`config.mk`:
```
export PLATFORM = sky130hd
export DESIGN_NAME = flash_selfprog_ctrl
export DESIGN_NICKNAME = d
export VERILOG_FILES = /design/src/rtl/fsp_pkg.sv /design/src/rtl/fsp_key_unlock.sv /design/src/rtl/fsp_boot_guard.sv /design/src/rtl/fsp_op_sequencer.sv /design/src/rtl/flash_selfprog_ctrl.sv
export SDC_FILE = /design/constraint.sdc
export NUM_CORES = 1
export LEC_CHECK = 0
export ABC_AREA = 1
export BUFFER_PORTS_ARGS = -buffer_cell sky130_fd_sc_hd__buf_4
export CORE_ASPECT_RATIO = 1.4
export CORE_UTILIZATION = 40
export CTS_CLUSTER_SIZE = 14
export DETAILED_ROUTE_END_ITERATION = 10
export HOLD_SLACK_MARGIN = 0.08
export PLACE_DENSITY = 0.73
export SYNTH_ARGS = -nofsm -noshare
export SYNTH_HDL_FRONTEND = slang
export SYNTH_SLANG_ARGS = --single-unit
```
`constraint.sdc`:
```
create_clock -name clk -period 1.49 [get_ports clk]
set_clock_uncertainty 0.05 [all_clocks]
set_input_delay 0 -clock clk [delete_from_list [all_inputs] [get_ports clk]]
set_output_delay 0 -clock clk [all_outputs]
set_load 0.1 [all_outputs]
```
`src/rtl/fsp_pkg.sv`:
```
`timescale 1ns/1ps
// Package: shared widths, register indices, key bytes and state encodings
// for the flash self-programming controller. Assumes byte-wide registers and
// a 16-bit flash address built from two bytes.
package fsp_pkg;
    localparam int FSP_BYTE_W = 8;
    localparam int FSP_ADDR_W = 2 * FSP_BYTE_W;

    localparam logic [1:0] REG_ADDR_HI = 2'd0;
    localparam logic [1:0] REG_ADDR_LO = 2'd1;
    localparam logic [1:0] REG_DATA    = 2'd2;
    localparam logic [1:0] REG_CTRL    = 2'd3;

    localparam logic [FSP_BYTE_W-1:0] KEY_FIRST  = 8'h55;
    localparam logic [FSP_BYTE_W-1:0] KEY_SECOND = 8'hAA;

    typedef enum logic [1:0] {
        OP_PROG    = 2'b00,
        OP_PROTECT = 2'b01,
        OP_PAGE    = 2'b10,
        OP_CHIP    = 2'b11
    } fsp_op_e;

    typedef enum logic [1:0] {
        K_IDLE  = 2'd0,
        K_ONE   = 2'd1,
        K_TWO   = 2'd2,
        K_ARMED = 2'd3
    } fsp_key_e;
endpackage

```
`src/rtl/fsp_key_unlock.sv`:
```
`timescale 1ns/1ps
// Module: fsp_key_unlock
// Tracks the three-byte write-unlock key written to the data register.
// Assumes data_wr pulses once per accepted data-register write and that
// consume never coincides with data_wr (they target different registers).
// key_begin marks a write that opens a new sequence from idle or armed, so the
// owner can save its data value; key_done marks the completing third byte.
module fsp_key_unlock
    import fsp_pkg::*;
(
    input  logic                  clk,
    input  logic                  rst_n,
    input  logic                  data_wr,
    input  logic [FSP_BYTE_W-1:0] wdata,
    input  logic                  consume,
    output logic                  armed,
    output logic                  key_begin,
    output logic                  key_done
);
    fsp_key_e st_q, st_d;

    // Next-state decode of the key sequence.
    always_comb begin
        st_d = st_q;
        if (consume) begin
            st_d = K_IDLE;
        end else if (data_wr) begin
            unique case (st_q)
                K_ONE:   st_d = (wdata == KEY_SECOND) ? K_TWO :
                                (wdata == KEY_FIRST)  ? K_ONE : K_IDLE;
                K_TWO:   st_d = (wdata == KEY_FIRST)  ? K_ARMED : K_IDLE;
                default: st_d = (wdata == KEY_FIRST)  ? K_ONE : K_IDLE;
            endcase
        end
    end

    // Key state register.
    always_ff @(posedge clk) begin
        if (!rst_n) st_q <= K_IDLE;
        else        st_q <= st_d;
    end

    // Status outputs for the register owner.
    always_comb begin
        armed     = (st_q == K_ARMED);
        key_begin = data_wr && (wdata == KEY_FIRST) &&
                    ((st_q == K_IDLE) || (st_q == K_ARMED));
        key_done  = data_wr && (wdata == KEY_FIRST) && (st_q == K_TWO);
    end
endmodule

```
`src/rtl/fsp_boot_guard.sv`:
```
`timescale 1ns/1ps
// Module: fsp_boot_guard
// Combinational check of an address against the reserved boot region at the
// top of the address space, plus the highest address a chip erase may touch.
// Assumes the region is a whole number of pages; counts above MAX_BLOCKS clamp.
module fsp_boot_guard
    import fsp_pkg::*;
#(
    parameter int PAGE_W     = 9,
    parameter int BLK_W      = 4,
    parameter int MAX_BLOCKS = 8
) (
    input  logic [BLK_W-1:0]      boot_blocks,
    input  logic [FSP_ADDR_W-1:0] addr,
    output logic                  in_region,
    output logic [FSP_ADDR_W-1:0] erase_limit
);
    localparam int PN_W  = FSP_ADDR_W - PAGE_W;
    localparam int PAGES = 1 << PN_W;

    logic [PN_W:0]         n_eff;
    logic [PN_W:0]         first_page;
    logic [FSP_ADDR_W:0]   limit_wide;

    // Clamp the block count and locate the first reserved page.
    always_comb begin
        n_eff = (boot_blocks > BLK_W'(MAX_BLOCKS)) ? (PN_W+1)'(MAX_BLOCKS)
                                                   : (PN_W+1)'(boot_blocks);
        first_page = (PN_W+1)'(PAGES) - n_eff;
    end

    // Region membership and chip-erase ceiling.
    always_comb begin
        in_region   = (n_eff != '0) &&
                      ({1'b0, addr[FSP_ADDR_W-1:PAGE_W]} >= first_page);
        limit_wide  = {first_page, {PAGE_W{1'b0}}} - (FSP_ADDR_W+1)'(1);
        erase_limit = limit_wide[FSP_ADDR_W-1:0];
    end
endmodule

```
`src/rtl/fsp_op_sequencer.sv`:
```
`timescale 1ns/1ps
// Module: fsp_op_sequencer
// Runs one flash operation: raises active on go, pulses strobe in the first
// active cycle unless the operation is guarded, counts the function's
// duration and then waits for flash_busy low. Assumes go only while idle and
// every duration parameter at least 1.
module fsp_op_sequencer
    import fsp_pkg::*;
#(
    parameter int DUR_PROG    = 8,
    parameter int DUR_PROTECT = 16,
    parameter int DUR_PAGE    = 40,
    parameter int DUR_CHIP    = 200
) (
    input  logic    clk,
    input  logic    rst_n,
    input  logic    go,
    input  fsp_op_e op,
    input  logic    guard_block,
    input  logic    flash_busy,
    output logic    active,
    output logic    strobe,
    output logic    done
);
    localparam int CNT_W = $clog2(DUR_CHIP + 1);

    logic [CNT_W-1:0] cnt_q;
    logic [CNT_W-1:0] load_val;

    // Duration reload for the requested function.
    always_comb begin
        unique case (op)
            OP_PROG:    load_val = CNT_W'(DUR_PROG - 1);
            OP_PROTECT: load_val = CNT_W'(DUR_PROTECT - 1);
            OP_PAGE:    load_val = CNT_W'(DUR_PAGE - 1);
            default:    load_val = CNT_W'(DUR_CHIP - 1);
        endcase
    end

    // Completion when the count is spent and the array is idle.
    always_comb done = active && (cnt_q == '0) && !flash_busy;

    // Activity flag, duration counter and command strobe.
    always_ff @(posedge clk) begin
        if (!rst_n) begin
            active <= 1'b0;
            cnt_q  <= '0;
            strobe <= 1'b0;
        end else begin
            strobe <= go && !guard_block;
            if (go) begin
                active <= 1'b1;
                cnt_q  <= load_val;
            end else if (active) begin
                if (cnt_q != '0) cnt_q <= cnt_q - 1'b1;
                else if (!flash_busy) active <= 1'b0;
            end
        end
    end
endmodule

```
`src/rtl/flash_selfprog_ctrl.sv`:
```
`timescale 1ns/1ps
// Module: flash_selfprog_ctrl (top)
// Register-mapped controller that programs, erases and protects the program
// flash on behalf of the processor. Owns the four software registers, the
// latched command and the read-protect state; delegates key tracking, boot
// region checks and operation timing to submodules. Assumes the processor
// issues no useful register writes while cpu_stall is high.
module flash_selfprog_ctrl
    import fsp_pkg::*;
#(
    parameter int PAGE_W      = 9,
    parameter int BLK_W       = 4,
    parameter int MAX_BLOCKS  = 8,
    parameter int DUR_PROG    = 8,
    parameter int DUR_PROTECT = 16,
    parameter int DUR_PAGE    = 40,
    parameter int DUR_CHIP    = 200
) (
    input  logic                  clk,
    input  logic                  rst_n,
    input  logic                  reg_wr_en,
    input  logic [1:0]            reg_addr,
    input  logic [FSP_BYTE_W-1:0] reg_wdata,
    output logic [FSP_BYTE_W-1:0] reg_rdata,
    input  logic                  isp_enable,
    input  logic [BLK_W-1:0]      boot_blocks,
    output logic [1:0]            flash_cmd_op,
    output logic [FSP_ADDR_W-1:0] flash_cmd_addr,
    output logic [FSP_BYTE_W-1:0] flash_cmd_data,
    output logic                  flash_cmd_strobe,
    input  logic                  flash_busy,
    output logic                  cpu_stall,
    input  logic [FSP_BYTE_W-1:0] code_rdata_in,
    output logic [FSP_BYTE_W-1:0] code_rdata_out
);
    localparam int PAGE_LOW = PAGE_W;

    logic [FSP_BYTE_W-1:0] addr_hi_q, addr_lo_q, data_q, pre_key_q;
    logic [1:0]            func_q;
    logic                  prot_q;
    fsp_op_e               cmd_op_q;
    logic [FSP_ADDR_W-1:0] cmd_addr_q;
    logic [FSP_BYTE_W-1:0] cmd_data_q;

    logic                  active, strobe, done;
    logic                  accept, data_wr, ctrl_wr, go;
    logic                  armed, key_begin, key_done;
    logic                  in_region, guard_block;
    logic [FSP_ADDR_W-1:0] erase_limit, cur_addr, page_base;
    fsp_op_e               req_op;

    // Write qualification: nothing is accepted while an operation runs.
    always_comb begin
        accept   = reg_wr_en && !active;
        data_wr  = accept && (reg_addr == REG_DATA);
        ctrl_wr  = accept && (reg_addr == REG_CTRL);
        req_op   = fsp_op_e'(reg_wdata[1:0]);
        go       = ctrl_wr && reg_wdata[FSP_BYTE_W-1] && armed && isp_enable;
        cur_addr = {addr_hi_q, addr_lo_q};
        page_base = {cur_addr[FSP_ADDR_W-1:PAGE_LOW], {PAGE_LOW{1'b0}}};
        guard_block = ((req_op == OP_PROG) || (req_op == OP_PAGE)) && in_region;
    end

    fsp_key_unlock u_key (
        .clk       (clk),
        .rst_n     (rst_n),
        .data_wr   (data_wr),
        .wdata     (reg_wdata),
        .consume   (go),
        .armed     (armed),
        .key_begin (key_begin),
        .key_done  (key_done)
    );

    fsp_boot_guard #(
        .PAGE_W     (PAGE_W),
        .BLK_W      (BLK_W),
        .MAX_BLOCKS (MAX_BLOCKS)
    ) u_guard (
        .boot_blocks (boot_blocks),
        .addr        (cur_addr),
        .in_region   (in_region),
        .erase_limit (erase_limit)
    );

    fsp_op_sequencer #(
        .DUR_PROG    (DUR_PROG),
        .DUR_PROTECT (DUR_PROTECT),
        .DUR_PAGE    (DUR_PAGE),
        .DUR_CHIP    (DUR_CHIP)
    ) u_seq (
        .clk         (clk),
        .rst_n       (rst_n),
        .go          (go),
        .op          (req_op),
        .guard_block (guard_block),
        .flash_busy  (flash_busy),
        .active      (active),
        .strobe      (strobe),
        .done        (done)
    );

    // Software registers, with key-byte restore of the data register.
    always_ff @(posedge clk) begin
        if (!rst_n) begin
            addr_hi_q <= '0;
            addr_lo_q <= '0;
            data_q    <= '0;
            pre_key_q <= '0;
            func_q    <= '0;
        end else if (accept) begin
            unique case (reg_addr)
                REG_ADDR_HI: addr_hi_q <= reg_wdata;
                REG_ADDR_LO: addr_lo_q <= reg_wdata;
                REG_DATA: begin
                    if (key_begin) pre_key_q <= data_q;
                    data_q <= key_done ? pre_key_q : reg_wdata;
                end
                default: func_q <= reg_wdata[1:0];
            endcase
        end
    end

    // Command latch taken at the start of an operation.
    always_ff @(posedge clk) begin
        if (!rst_n) begin
            cmd_op_q   <= OP_PROG;
            cmd_addr_q <= '0;
            cmd_data_q <= '0;
        end else if (go) begin
            cmd_op_q   <= req_op;
            cmd_data_q <= data_q;
            unique case (req_op)
                OP_PAGE: cmd_addr_q <= page_base;
                OP_CHIP: cmd_addr_q <= erase_limit;
                default: cmd_addr_q <= cur_addr;
            endcase
        end
    end

    // Read-protect state, updated when protect or chip erase completes.
    always_ff @(posedge clk) begin
        if (!rst_n) prot_q <= 1'b0;
        else if (done && (cmd_op_q == OP_PROTECT)) prot_q <= 1'b1;
        else if (done && (cmd_op_q == OP_CHIP))    prot_q <= 1'b0;
    end

    // Register read mux.
    always_comb begin
        unique case (reg_addr)
            REG_ADDR_HI: reg_rdata = addr_hi_q;
            REG_ADDR_LO: reg_rdata = addr_lo_q;
            REG_DATA:    reg_rdata = data_q;
            default:     reg_rdata = {active, {(FSP_BYTE_W-3){1'b0}}, func_q};
        endcase
    end

    // Port outputs.
    always_comb begin
        flash_cmd_op     = cmd_op_q;
        flash_cmd_addr   = cmd_addr_q;
        flash_cmd_data   = cmd_data_q;
        flash_cmd_strobe = strobe;
        cpu_stall        = active;
        code_rdata_out   = prot_q ? '0 : code_rdata_in;
    end
endmodule

```
After elaboration in Yosys (flattened, before gate mapping)
Index checks and enable logic that the tools add are counted. Widths: inputs -> output; s select.

$add $sub $neg: 3. Magnitude comparators: 2. Equality and inequality tests: 13. Muxes and demuxes: 19. Bitwise gates (word level): 2. Reduce and logical (&&, ||, !) cells: 38.

Operator list (count): $pmux 8 s3 (2); $mux 8 (5); $pmux 16 s2 (1); $logic_and 1x1->1 (16); $reduce_bool 8->1 (2); $sub 16x1->16 const B (1); $eq 2x2->1 const B (7); $reduce_and 2->1 (5); $eq 2x1->1 const B (4); $eq 8x7->1 const B (1); $eq 8x8->1 const B (1); $ge 7x8->1 (1); $logic_not 8->1 (1); $sub 8x1->8 const B (1); $sub 8x4->8 const A (1); $mux 1 (7); $logic_not 2->1 (3); $reduce_bool 2->1 (3); $gt 4x4->1 const B (1); $mux 2 (2); $mux 4 (1); $pmux 2 s2 (1); $logic_not 1->1 (3); $reduce_and 3->1 (1); 4 further kinds (6).

Bits in registers: 73. Input bits: 27. Output and inout bits: 44. Logic and storage cells: 90.

Depth between registers and ports, before layout
Gate-level depths: netlist of the first run.

Word-level depth: 8. Depth in mapped cells: 13. Depth with buffers taken out: 13.

Cells and area by module
A second synthesis of the first run with hierarchy kept.

Cell total of the unflattened synthesis: 686. Area total of the unflattened synthesis: 4267.8 um^2.

By module, submodules not included: flash_selfprog_ctrl (instances 1, cells an instance 471, area each 2992.9 um^2, seq. area each 1221.2 um^2); fsp_op_sequencer (instances 1, cells an instance 109, area each 665.6 um^2, seq. area each 200.2 um^2); fsp_boot_guard (instances 1, cells an instance 60, area each 359.1 um^2, seq. area each 0.0 um^2); fsp_key_unlock (instances 1, cells an instance 46, area each 250.2 um^2, seq. area each 40.0 um^2).

Worst setup path before layout of the first run
No wires, ideal clock.

Path type: register -> register. Start: register u_seq.active. End: register u_seq.cnt_q[3]. Setup time: 116 ps. Arrival: 1925 ps. Data required time: 1324 ps. Setup slack: -601 ps. Stages on the path, launching flop included: 11. Path buffers: 1. Clock period less this slack: 2091 ps. Cells stage by stage: dfxtp_1 -> nor2_2 -> nand2_2 -> inv_2 -> nand2_2 -> buf_6 -> nand2_4 -> nand2_4 -> clkinv_4 -> o21ai_0 -> nor2_1.

Cells in the longest elaborated chain, start to end: 8. Elaborated cells on any way between the ends: 10. Classes of those cells: mux (1); reduce/logical (9).

Ends and longest elaborated chain: start: declaration (line fsp_op_sequencer.sv:21) `output logic active,`; start signal: assignment (line fsp_op_sequencer.sv:46) `active <= 1'b0;`; start signal: assignment (line fsp_op_sequencer.sv:52) `active <= 1'b1;`; start signal: assignment (line fsp_op_sequencer.sv:56) `else if (!flash_busy) active <= 1'b0;`; $logic_not 1->1 (line flash_selfprog_ctrl.sv:54) `accept = reg_wr_en && !active;`; $logic_and 1x1->1 (line flash_selfprog_ctrl.sv:54); $logic_and 1x1->1 (line flash_selfprog_ctrl.sv:56) `ctrl_wr = accept && (reg_addr == REG_CTRL);`; $logic_and 1x1->1 (3 in a row) (line flash_selfprog_ctrl.sv:58) `go = ctrl_wr && reg_wdata[FSP_BYTE_W-1] && armed && isp_enable;`; $reduce_bool 2->1 (no line); $reduce_and 2->1 (no line); end signal: assignment (line fsp_op_sequencer.sv:53) `cnt_q <= load_val;`; end signal: assignment (line fsp_op_sequencer.sv:55) `if (cnt_q != '0) cnt_q <= cnt_q - 1'b1;`; end: declaration (line fsp_op_sequencer.sv:27) `logic [CNT_W-1:0] cnt_q;`.

Several ways; a longest one is shown, not always the timed one. A chain may end at the register's enable or synchronous reset.

Final worst setup path of the first run
Start: register u_key.st_q[1]. End: register cmd_addr_q[12] (netlist: flash_cmd_addr[12]).

Cells in the longest elaborated chain, start to end: 3.

Ends and longest elaborated chain: start: declaration (line fsp_key_unlock.sv:20) `fsp_key_e st_q, st_d;`; start signal: assignment (line fsp_key_unlock.sv:40) `else st_q <= st_d;`; $eq 2x2->1 (line fsp_key_unlock.sv:45) `armed = (st_q == K_ARMED);`; $logic_and 1x1->1 (2 in a row) (line flash_selfprog_ctrl.sv:58); end signal: assignment (line flash_selfprog_ctrl.sv:134) `OP_PAGE: cmd_addr_q <= page_base;`; end signal: assignment (line flash_selfprog_ctrl.sv:135) `OP_CHIP: cmd_addr_q <= erase_limit;`; end signal: assignment (line flash_selfprog_ctrl.sv:136) `default: cmd_addr_q <= cur_addr;`; end: declaration (line flash_selfprog_ctrl.sv:42) `logic [FSP_ADDR_W-1:0] cmd_addr_q;`.

No other way between the ends.

==> metrics.md, run 1 <==
| Metric | Value |
|---|---|
| First-pass GRT wire length | `17000 um` |
| Pin count of the biggest net entering global routing | `28` |
| Maximum root-to-sink buffer count | `2` |
| Comb pwr share | `0.133` |
| Synth top area share | `0.408` |
| Sequential share of power | `0.385` |
| CP Cell Sequence | `ha_1 -> inv_1 -> nor3_4 -> nand2_4 -> nand2_1 -> inv_2 -> buf_12 -> a22o_1` |
| Die ar. | `~9300 um2` |
| Worst Setup Path Type | `reg -> reg` |
| Syn Inst Count | `504` |
| Worst IR drop on VDD | `slightly below 0.8 mV` |
| Commonest cells after routing, fill and taps aside | `nand2_1 (110), buf_4 (109), dfxtp_1 (66)` |
| Power density over cell area | `996 nW/um2` |
| Worst hold path class | `in -> reg` |
| Crit. End Element | `flop` |
| Leakage power | `2.41 nW` |
| Hold WS | `0.0917 ns` |
| Wire per inst | `14.4 um` |
| Clock power frac | `0.482` |
| N_diodes | `0` |
| Top fanout value on the critical path | `16` |
| Clock Latency Late Sink | `0.34 ns` |
| Design Power | `0.00522 W` |
| Sequential area share after synthesis | `0.408` |
| Startpoint type of the worst setup path | `flop` |
| Placer congestion estimate | `0.882` |
| DRT Pass-1 Iters | `5` |
| Via Count | `3832` |
| GR Util All Layers | `0.244` |
| # Max-Cap Violations | `0` |
| Syn Nets | `540` |
| Synth-to-layout area growth | `46.4%` |
| Slew @ Worst Pin | `0.375 ns` |
| Chip width | `82.0 um` |
| Relative slew slack | `0.747` |
| Ports | `71` |
| Gr ovfl total | `0` |
| Dpl ws | `-0.118 ns` |
| Peak Freq | `680 MHz` |
| WL final | `around 11000 um` |
| Fin util | `0.606` |
| Routed Antenna Nets | `0` |
| Most common cell after layout, fill and taps aside | `nand2_1` |
| Via-to-Cell Ratio | `just over 5` |
| Worst path max stage delay | `0.34 ns` |
| Hold Vio Cnt, Final | `0` |
| H-tree Lvls | `3` |
| Sw frac | `0.253` |
| Cell Rows | `40` |
| Final Net Count | `approximately 670` |
| Layout cells sized above 1 | `0.332` |
| Syn Area/Cell | `7.11 um2` |
| Fin crit period | `approximately 1.5 ns` |
| # setup viols final | `0` |
| Port Buf Inserts | `70` |
| DR DRC count | `0` |
| Seq cells post-synth | `73` |
| Clk sinks | `73` |
| WP data arrival | `1.65 ns` |
| RSZ-0062 raised after global routing | `true` |
| Clock-pin slew on the worst setup and hold paths | `0.06 ns` |
| Status | `complete, no violations` |
| Netlist cell types | `36` |
| Die Ht | `114 um` |
| Pint | `0.00390 W` |
| CTS Buf Count | `9` |
| Core area | `8660 um2` |
| Sw power | `0.00132 W` |
| Final WS setup | `0.0190 ns` |
| Synth area leader | `dfxtp_1` |
| Starting Density | `0.414` |
| CTS Root Cell | `clkbuf_16` |
| Post-synthesis cell area | `about 3600 um2` |
| Post-DP HPWL | `about 7500 um` |
| Max-slew violation total from the final report | `0` |
| CTS tree | `done` |
| Initial antenna violation count | `0` |
| Vias in the first global route | `between 3000 and 4000` |
| Leading cell types by total area after synthesis | `dfxtp_1 (41%), nand2_1 (12%), a21oi_1 (7.5%)` |
| Slowest cell on the critical path | `dfxtp_2` |
| DR iter-0 viols | `approximately 230` |
| Yosys warning count | `0` |
| Setup TNS | `0 ns` |
| CP required | `about 1.7 ns` |
| Final Cycle Share | `0.987` |
## final timing paths
path | from | end | slack (ns) | cells past startpoint
max | u_key.st_q[1] | flash_cmd_addr[12] | 0.02 | 8
min | reg_wdata[1] | u_seq.cnt_q[3] | 0.09 | 6
max reg2reg | u_key.st_q[1] | flash_cmd_addr[12] | 0.02 | 8
min reg2reg | flash_cmd_addr[3] | flash_cmd_addr[3] | 0.41 | 2
## cell usage after synthesis (all sizes together)
library cell	count
o2111ai	3
buf	8
o22ai	2
nor2	38
nor3	8
a21oi	56
nand2	118
clkinv	3
a31oi	1
nand3	21
o211ai	3
xor2	5
inv	73
nand4	2
clkbuf	8
a22o	1
o31ai	1
o221ai	3
o21ai	66
o311ai	1
dfxtp	73
nand3b	1
ha	9
## kinds of logic after synthesis
| family | Yosys count | synth area share |
|---|---|---|
| XOR/XNOR | 5 | 0.0122 |
| AND/OR/NAND/NOR | 188 | 0.228 |
| buffers and inverters | 92 | 0.108 |
| AO/OA/AOI/OAI | 137 | 0.212 |
| flip-flops | 73 | 0.408 |
| adder cells (fa/ha/maj) | 9 | 0.0314 |
## cell type report
| cell class | instances | area, um2 |
|---|---|---|
| tap | 105 | 131 |
| multi-input combinational | 339 | 1920 |
| clock buffer | 11 | 243 |
| inverter | 76 | 303 |
| fill | 725 | 3410 |
| sequential | 73 | 1470 |
| timing repair buffer | 131 | 1080 |
| clock inverter | 5 | 103 |
## repair_timing
action / in CTS / in global routing
hold buffers: 13 / 0
endpoints found under the setup margin: 37 / 48
cloned: 1 / 0
hold endpoints to repair: 30 / 0
pin swaps: 3 / 11
buffers inserted: 2 / 6
resized for setup: 14 / 51
## per-stage QoR
stage / instance area [um2] / cells
after floorplan: 3650 / 504
after global placement: 4540 / 703
after detailed placement: 4540 / 703
after CTS: 5090 / 735
after global routing: 5240 / 740
final: 5240 / 740
## worst max-delay path: cells and delay by family, from the launching register on
kind                       cells  cell delay (ns)
adders and majority gates      1             0.15
AOI/OAI and AO/OA              1             0.17
and+or+nand+nor                3             0.37
DFF                            1             0.34
buffers and inverters          3             0.27
## sequential cells by signal (all words and copies together) (netlist names)
register        cells
flash_cmd_addr     16
addr_hi_q           8
addr_lo_q           8
data_q              8
flash_cmd_data      8
pre_key_q           8
u_seq.cnt_q         8
flash_cmd_op        2
func_q              2
u_key.st_q          2
prot_q              1
u_seq.active        1
u_seq.strobe        1
## power by group through the flow
stage | logic (W) | registers, W | clock network (W)
floorplan | 0.000408 | 0.00204 | 0
global placement | 0.000627 | 0.00205 | 0
detailed placement | 0.000635 | 0.00205 | 0
global route | 0.000749 | 0.00201 | 0.00263
finish | 0.000693 | 0.00201 | 0.00252
CTS | 0.000669 | 0.00201 | 0.00253
## metal layers
layer	track usage	wire [um]	up-vias
met5	0	0	-
met4	0.115	250	0
met3	0.0456	668	25
met2	0.421	5390	150
met1	0.284	4330	1760
li1	-	-	1897
(Power assumes the default switching activity.)
==> run 2: changes to the inputs <==
--- a/config.mk
+++ b/config.mk
@@ -7,12 +7,15 @@
 export LEC_CHECK = 0
 export ABC_AREA = 1
 export BUFFER_PORTS_ARGS = -buffer_cell sky130_fd_sc_hd__buf_4
+export CELL_PAD_IN_SITES_DETAIL_PLACEMENT = 1
+export CELL_PAD_IN_SITES_GLOBAL_PLACEMENT = 1
 export CORE_ASPECT_RATIO = 1.4
 export CORE_UTILIZATION = 40
+export CTS_BUF_LIST = sky130_fd_sc_hd__clkbuf_4
 export CTS_CLUSTER_SIZE = 14
 export DETAILED_ROUTE_END_ITERATION = 10
 export HOLD_SLACK_MARGIN = 0.08
-export PLACE_DENSITY = 0.73
+export PLACE_DENSITY = 0.91
 export SYNTH_ARGS = -nofsm -noshare
 export SYNTH_HDL_FRONTEND = slang
 export SYNTH_SLANG_ARGS = --single-unit
==> constraint.sdc (replaced) <==
create_clock -name clk -period 1.6 [get_ports clk]
set_clock_uncertainty 0.05 [all_clocks]
set_input_delay 0 -clock clk [delete_from_list [all_inputs] [get_ports clk]]
set_output_delay 0 -clock clk [all_outputs]
set_load 0.1 [all_outputs]
==> metrics.md, run 2 (synthesis results as in run 1) <==
| Metric | Value |
|---|---|
| Status | `complete, no violations` |
| Power density over cell area | `792 nW/um2 (-21%)` |
| Via Count | `4023 (+5.0%)` |
| Final Net Count | `653 (-2.0%)` |
| Reg-to-reg startpoint | `u_key.st_q[1]` |
| Ports | `71 (unchanged)` |
| Setup slack, reg-to-reg | `0.002 ns (-0.02 ns)` |
| RSZ-0062 raised after global routing | `true` |
| Die ar. | `9340 um2 (unchanged)` |
| Leakage power | `2.22 nW (-7.7%)` |
| Layout cells sized above 1 | `0.280 (-0.0525)` |
| Worst Setup Path Type | `reg -> reg` |
| Non-Filler Instances | `727 (-1.8%)` |
| # setup viols final | `0 (unchanged)` |
| Slew @ Worst Pin | `0.398 ns (+0.0232 ns)` |
| H-tree Lvls | `3 (unchanged)` |
| CTS tree | `done` |
| DR DRC count | `0 (unchanged)` |
| Post-DP HPWL | `8900 um (+18%)` |
| Worst hold endpoint | `addr_lo_q[1]` |
| Core area | `8660 um2 (unchanged)` |
| Clock-pin slew on the worst setup and hold paths | `0.14 ns (+0.08 ns)` |
| First-pass GRT wire length | `20400 um (+20%)` |
| FILL cells | `1117 (+54%)` |
| CTS Root Cell | `clkbuf_4` |
| Commonest cells after routing, fill and taps aside | `nand2_1 (111), buf_4 (89), dfxtp_1 (68)` |
| Wire per inst | `18.2 um (+27%)` |
| N_diodes | `0 (unchanged)` |
| Starting Density | `0.414 (unchanged)` |
| Fin crit period | `1.60 ns (+0.127 ns)` |
| Worst hold path class | `in -> reg` |
| Top Metal Used | `met4` |
| Most common cell after layout, fill and taps aside | `nand2_1` |
| Maximum root-to-sink buffer count | `2 (unchanged)` |
| GR Util All Layers | `0.296 (+0.0514)` |
| WP data arrival | `1.94 ns (+0.29 ns)` |
| Via-to-Cell Ratio | `5.53 (+6.9%)` |
| DRT Pass-1 Iters | `5 (unchanged)` |
| Max-slew violation total from the final report | `0 (unchanged)` |
| Placer congestion estimate | `0.859 (-2.6%)` |
| CP required | `1.94 ns (+0.27 ns)` |
| DR iter-0 viols | `151 (-35%)` |
| Gr ovfl total | `0 (unchanged)` |
| Clock Latency Late Sink | `0.46 ns (+0.12 ns)` |
| CTS Buf Count | `9 (unchanged)` |
| Peak Freq | `626 MHz (-8.0%)` |
| Pin count of the biggest net entering global routing | `29 (+3.6%)` |
| Met2 WL | `6910 um (+28%)` |
| Final Cycle Share | `0.999 (+0.0117)` |
| Startpoint type of the worst setup path | `flop` |
| R2r endpoint | `u_seq.cnt_q[4]` |
| Port Buf Inserts | `70 (unchanged)` |
| Crit. End Element | `flop` |
| Vias in the first global route | `4248 (+17%)` |
| Met3 WL | `635 um (-4.9%)` |
| Top fanout value on the critical path | `8 (-8)` |
| Chip width | `82.0 um (unchanged)` |
| Cell Rows | `40 (unchanged)` |
| WL final | `13300 um (+25%)` |
| Worst IR drop on VDD | `0.461 mV (-41%)` |
| Hold Vio Cnt, Final | `0 (unchanged)` |
| Die Ht | `114 um (unchanged)` |
| Cells after DPL | `686 (-2.4%)` |
| M1 wire length | `5010 um (+16%)` |
| # Max-Cap Violations | `0 (unchanged)` |
| Relative slew slack | `0.732 (-0.0151)` |
| Synth-to-layout area growth | `37.3%` |
| Worst Min Path Start | `reg_addr[0]` |
| Routed Antenna Nets | `0 (unchanged)` |
| Initial antenna violation count | `0 (unchanged)` |
| Hold Crit Depth | `5 (-1)` |
| Worst reg2reg path depth | `10 (+2)` |
| Clk sinks | `73 (unchanged)` |
| Hold WS | `0.107 ns (+0.0149 ns)` |
| Max FFs per register | `16 (unchanged)` |
run 2: stage by stage:
stage	TNS, ns	worst slack (ns)	util	power, W	instance area [um2]
2_1_floorplan	-1.01	-0.257	-	0.00228	3640
3_3_place_gp	0	0.0236	0.507	0.00247	4390
3_5_place_dp	-0.126	-0.0519	0.507	0.00250	4390
4_1_cts	-0.00389	-0.00389	0.550	0.00387	4770
5_1_grt	-0.659	-0.0681	0.568	0.00401	4920
6_report	0	0.00172	0.568	0.00389	4920
run 2: worst max-delay path by stage:
stage / start / end / slack [ns]
6_report: u_key.st_q[1] / u_seq.cnt_q[4] / 0.002
5_1_grt: u_key.st_q[1] / u_seq.cnt_q[4] / -0.07
4_1_cts: u_seq.cnt_q[1] / u_seq.cnt_q[3] / -0.004
3_5_place_dp: boot_blocks[3] / u_seq.strobe / -0.05
3_3_place_gp: u_key.st_q[1] / u_seq.cnt_q[7] / 0.02
2_1_floorplan: data_q[3] / reg_rdata[3] / -0.26
run 2: critical path, stage by stage, from the launching register on:
cell and delay (ns):
dfxtp_4 0.41, ha_4 0.13, inv_2 0.04, nor3_4 0.18, nand2_2 0.12, buf_6 0.16, nand2_4 0.07, nand2_8 0.09
o21ai_2 0.13, nand2_1 0.06, nor2_1 0.08
run 2: repair_timing:
action,CTS,global route
cloned,0,2
hold buffers,20,1
endpoints found under the setup margin,23,36
setup buffers,0,2
gates resized for setup,7,38
pin swaps,1,8
hold endpoints to repair,52,1
run 2: cell type report:
type | instances | area [um2] | area share
Inverter | 76 | 303 | 0.0616
Sequential cell | 73 | 1480 | 0.300
Timing Repair Buffer | 118 | 965 | 0.196
Tap cell | 105 | 131 | 0.0267
Clock inverter | 7 | 95.1 | 0.0193
Multi-Input combinational cell | 339 | 1880 | 0.382
Clock buffer | 9 | 67.6 | 0.0137
run 2: metal layers:
metal  track usage  up-vias
li1              -     1873
met4         0.192        0
met2         0.523      150
met5             0        -
met1         0.313     1946
met3        0.0488       54
run 2: power by group:
group	switching, W	total [W]	internal (W)
Clock	0.000736	0.00137	0.000632
Combinational	0.000445	0.000652	0.000207
Sequential	0.0000266	0.00187	0.00184
